--- config.mk ---
export PLATFORM = sky130hd
export DESIGN_NAME = reload_timer16
export DESIGN_NICKNAME = d
export VERILOG_FILES = /design/src/rtl/rtimer_pkg.sv /design/src/rtl/tmp_bridge.sv /design/src/rtl/count_core.sv /design/src/rtl/ovf_sticky.sv /design/src/rtl/reload_timer16.sv
export SDC_FILE = /design/constraint.sdc
export NUM_CORES = 1
export LEC_CHECK = 0
export ABC_CLOCK_PERIOD_IN_PS = 2600
export CAP_MARGIN = 40
export CORE_ASPECT_RATIO = 1.25
export CORE_UTILIZATION = 55
export DETAILED_ROUTE_END_ITERATION = 8
export HOLD_SLACK_MARGIN = 0.06
export PLACE_DENSITY = 0.78
export RECOVER_POWER = 100
export SLEW_MARGIN = 5
export SYNTH_ARGS = -nofsm -noshare
export SYNTH_HDL_FRONTEND = slang
export SYNTH_SLANG_ARGS = --single-unit
--- constraint.sdc ---
create_clock -name clk -period 2.6 [get_ports clk]
set_input_delay 0.78 -clock clk [delete_from_list [all_inputs] [get_ports clk]]
set_output_delay 0.78 -clock clk [all_outputs]
set_load 0.02 [all_outputs]
--- src/rtl/rtimer_pkg.sv ---
package rtimer_pkg;
  parameter int DATA_W = 8;
  localparam int CNT_W = 2 * DATA_W;

  typedef enum logic {
    LANE_HI = 1'b0,
    LANE_LO = 1'b1
  } lane_e;

  // next counter value for a counted edge
  function automatic logic [CNT_W-1:0] step_up(input logic [CNT_W-1:0] c);
    return c + {{(CNT_W-1){1'b0}}, 1'b1};
  endfunction

  // true when a counted edge carries out of the top
  function automatic logic at_top(input logic [CNT_W-1:0] c);
    return &c;
  endfunction
endpackage

--- src/rtl/tmp_bridge.sv ---
module tmp_bridge
  import rtimer_pkg::*;
(
  input  logic              clk,
  input  logic              rst_n,
  input  logic              sel,
  input  logic              wr,
  input  logic              rd,
  input  logic              addr,
  input  logic [DATA_W-1:0] wdata,
  input  logic [CNT_W-1:0]  cnt,
  output logic [DATA_W-1:0] rdata,
  output logic              hi_wr,
  output logic              commit,
  output logic [CNT_W-1:0]  commit_val
);
  logic [DATA_W-1:0] tmp_q;
  logic              hi_rd;

  assign hi_wr      = sel && wr && (lane_e'(addr) == LANE_HI);
  assign commit     = sel && wr && (lane_e'(addr) == LANE_LO);
  assign hi_rd      = sel && rd && !wr && (lane_e'(addr) == LANE_HI);
  assign commit_val = {tmp_q, wdata};

  always_ff @(posedge clk or negedge rst_n) begin
    if (!rst_n)     tmp_q <= '0;
    else if (hi_wr) tmp_q <= wdata;
    else if (hi_rd) tmp_q <= cnt[DATA_W-1:0];
  end

  always_comb begin
    rdata = '0;
    if (sel && rd) begin
      if (lane_e'(addr) == LANE_HI) rdata = cnt[CNT_W-1:DATA_W];
      else                          rdata = tmp_q;
    end
  end
endmodule

--- src/rtl/count_core.sv ---
module count_core
  import rtimer_pkg::*;
(
  input  logic             clk,
  input  logic             rst_n,
  input  logic             tick,
  input  logic             auto_rl,
  input  logic             commit,
  input  logic [CNT_W-1:0] commit_val,
  output logic [CNT_W-1:0] cnt_q,
  output logic [CNT_W-1:0] reload_q,
  output logic             ovf_evt
);
  assign ovf_evt = tick && !commit && at_top(cnt_q);

  always_ff @(posedge clk or negedge rst_n) begin
    if (!rst_n)      reload_q <= '0;
    else if (commit) reload_q <= commit_val;
  end

  always_ff @(posedge clk or negedge rst_n) begin
    if (!rst_n)       cnt_q <= '0;
    else if (commit)  cnt_q <= commit_val;
    else if (ovf_evt) cnt_q <= auto_rl ? reload_q : '0;
    else if (tick)    cnt_q <= step_up(cnt_q);
  end
endmodule

--- src/rtl/ovf_sticky.sv ---
module ovf_sticky (
  input  logic clk,
  input  logic rst_n,
  input  logic set,
  input  logic clr,
  output logic flag
);
  always_ff @(posedge clk or negedge rst_n) begin
    if (!rst_n)   flag <= 1'b0;
    else if (set) flag <= 1'b1;
    else if (clr) flag <= 1'b0;
  end
endmodule

--- src/rtl/reload_timer16.sv ---
module reload_timer16
  import rtimer_pkg::*;
(
  input  logic              clk,
  input  logic              rst_n,
  input  logic              cnt_en,
  input  logic              auto_reload,
  input  logic              bus_sel,
  input  logic              bus_wr,
  input  logic              bus_rd,
  input  logic              bus_addr,
  input  logic [DATA_W-1:0] bus_wdata,
  output logic [DATA_W-1:0] bus_rdata,
  input  logic              ovf_clr,
  output logic              ovf_flag
);
  logic             hi_wr;
  logic             commit;
  logic [CNT_W-1:0] commit_val;
  logic [CNT_W-1:0] cnt_q;
  logic [CNT_W-1:0] reload_q;
  logic             ovf_evt;

  tmp_bridge u_bridge (
    .clk(clk), .rst_n(rst_n), .sel(bus_sel), .wr(bus_wr), .rd(bus_rd),
    .addr(bus_addr), .wdata(bus_wdata), .cnt(cnt_q), .rdata(bus_rdata),
    .hi_wr(hi_wr), .commit(commit), .commit_val(commit_val)
  );

  count_core u_core (
    .clk(clk), .rst_n(rst_n), .tick(cnt_en), .auto_rl(auto_reload),
    .commit(commit), .commit_val(commit_val), .cnt_q(cnt_q),
    .reload_q(reload_q), .ovf_evt(ovf_evt)
  );

  ovf_sticky u_flag (
    .clk(clk), .rst_n(rst_n), .set(ovf_evt), .clr(ovf_clr), .flag(ovf_flag)
  );
endmodule

==> flow_summary.yaml <==
setup_path:
  reg2reg_depth: 9
  critical_path_required_ns: 1.82
  cp_slowest_cell: "clkdlybuf4s50_1"
  cp-start-kind: "primary input"
  startpoint: "bus_sel"
  timing.rr.start: "u_core.cnt_q[1]"
  end_kind: "primary output"
  critical_path_class: "in -> out"
  critPathArrivalTime_ns: 1.76
  rrSetupSlack_ns: 0.56
  r2r_end: "u_core.cnt_q[4]"
  endpoint: "bus_rdata[1]"
  crit_fanout: 9
  slowest_delay_ns: 0.49
  path_cells: "clkdlybuf4s50_1 > nand2_2 > nor2_1 > clkbuf_2"
drt:
  via_per_inst: 5.916
  num_vias: 2124
  drt-initial-drc-count: 145
  drc: 0
  wl_per_cell_um: 16.22
  firstDrtPassIters: 5
  antenna_left: 0
  wirelength_mm: 5.823
timing:
  fin_crit_sh_pct: 97.86
  slew_headroom_pct: 31.42
  setup_viol_count_final: 0
  skew_ns: 0.005294
  maxSlewViolCount: 0
  hold_viol: 0
  max_freq_ghz: 0.3930
  rsz0062_at_grt: "no"
  post-route-min-period_ns: 2.544
  worst_slew_pin_slew_ns: 1.029
  finalHoldWorstSlack_ns: 0.4772
die:
  core-area_um2: 4066
  initial_utilization_pct: 56.80
  ios: 26
  die_h_um: 74.45
  rows: 26
  design.die.area_um2: 4464
  die_x_um: 59.96
cts:
  ctsHoldBuffers: 0
  ctsLongestPathBuffers: 2
  path_clk_slew_ns: 0.07
  numCtsBuffers: 5
  cts_resized: 36
  cts_tree: "yes"
  htreeDepth: 2
  post_cts_buffers: 0
  clk_latency_ns: 0.29
  clock-sinks: 41
  cts_root_buffer: "clkbuf_8"
global_route:
  grt_pass1_vias: 1952
  grt-ovfl-total: 0
  grt_pass1_wl_mm: 9.232
  grt_max_degree: 42
  grtUsageTotal_pct: 28.16
  antenna_found_initial: 0
synth:
  synth_most_common_cell: "nand2_1"
  synth_async_sr_flop_share_pct: 100.0
  synth_top_area_cell: "dfrtp_1"
  synthTopCellsByArea: "dfrtp_1, nand2_1, mux2i_1"
  netlist_instances: 264
  synth_nets: 282
  yosys_warnings: 0
  synth_top_area_share_pct: 44.42
  syn_area_um2: 2310
  synth-seq-area-share_pct: 44.42
  ys.flop_type: "dfrtp_1"
  synth_cell_types: 41
  synth_area_per_cell_um2: 8.749
  synthTopCellsByCount: "nand2_1, dfrtp_1, nor2_1, mux2i_1, nand3_1"
  synth-edff-count: 0
  ys_ff_latch: 41
place:
  postPlaceCellArea_um2: 2720
  place_inst: 351
  port_buffers: 25
  detailed_place_hpwl_mm: 4.197
  place_congestion: 0.9048
power:
  p_per_area_nw_per_um2: 678.7
  peakVddDrop_uv: 427.5
  design_power_total_w: 0.001859
  power_leakage_nw: 1.267
cells_and_area:
  n_antenna_cell: 0
  layout-drive-gt1-share_pct: 12.87
  design_area_um2: 2739
  layout.nets: 320
  utilization_pct: 67.35
  layout.cells.non_filler: 359
  area_delta_synth_final_pct: 18.58
job:
  cap_violations: 0
status:
  status: "finished, final reports clean"
worst_hold_path:
  hold_path_class: "reg -> reg"
## layout make-up
class / count / area (µm²)
timing repair buffer: 48 / 354.1
multi-input combinational: 203 / 1197
inverter: 3 / 11.26
tap: 56 / 70.07
clock buffer: 8 / 80.08
sequential: 41 / 1026
fill: 359 / 1328
## layout by cell type (no fill, tap or decap), drive strengths merged, types with 2 or more instances in the layout
cell type      synthesis  final
nor4                   6      6
o21ai                 12     12
nor2                  24     24
clkbuf                 5     24
nand4                  9      9
a21oi                 10     10
mux2i                 17     17
a21o                   2      2
and3                   3      3
nor3                   3      3
and2                   4      4
a22oi                  4      4
clkdlybuf4s50          0     14
nand2                 62     62
a41oi                  2      2
nand3b                 3      3
xor2                   5      5
nand3                 15     15
a22o                   2      2
a31oi                  3      3
o31ai                  2      2
xnor2                  7      7
dfrtp                 41     41
inv                    3      3
buf                   12     16
## metrics by stage
| stage | TNS [ns] | setup slack (ns) |
|---|---|---|
| after floorplan | 0 | 0.4360 |
| after global placement | -4.648 | -0.5171 |
| after detailed placement | -4.761 | -0.5165 |
| after CTS | 0 | 0.04022 |
| after global routing | 0 | 0.01075 |
| final | 0 | 0.05561 |
## worst min path at each step
stage                             from                  to  slack (ns)  depth (start not counted)
floorplan           u_core.reload_q[0]  u_core.reload_q[0]        0.44                          2
finish              u_core.reload_q[2]     u_core.cnt_q[2]        0.48                          1
CTS                 u_core.reload_q[5]  u_core.reload_q[5]        0.48                          2
detailed placement  u_core.reload_q[5]  u_core.reload_q[5]        0.46                          2
global route        u_core.reload_q[6]     u_core.cnt_q[6]        0.49                          1
global placement    u_core.reload_q[6]     u_core.cnt_q[6]        0.45                          1
## layer usage
metal,part of all wire [%],GRT usage [%],vias up
met4,0.98,10.08,0
met1,42,36.83,1018
met5,0,0,-
li1,-,-,1000
met3,6.8,5.565,7
met2,51,46.17,99
## sequential cells by signal, indices dropped and copies added, names as in the netlist
signal,cells
u_bridge.tmp_q,8
u_core.reload_q,16
u_flag.flag,1
u_core.cnt_q,16
## cells by family (layout without fill, tap and decap cells)
family	count (synthesis)	in the layout	share of synthesized area, %
adder cells (fa/ha/maj)	1	1	0.5416
flip-flops	41	41	44.42
multiplexers	18	18	7.855
buffers and inverters	20	59	3.846
AND/OR/NAND/NOR	132	132	27.74
XOR/XNOR	12	12	4.550
AO/OA/AOI/OAI	40	40	11.05
## report_power, final
| group | internal, W | leakage [nW] | switching [W] |
|---|---|---|---|
| clock | 0.000191 | 0.0395 | 0.000210 |
| combinational | 0.000226 | 0.731 | 0.000259 |
| sequential | 0.000787 | 0.497 | 0.000186 |
## critical path, delay by kind of cell
kind	cells	cell delay, ns
buffers and inverters	2	0.67
and+or+nand+nor	2	0.31
(Power assumes the default switching activity.)
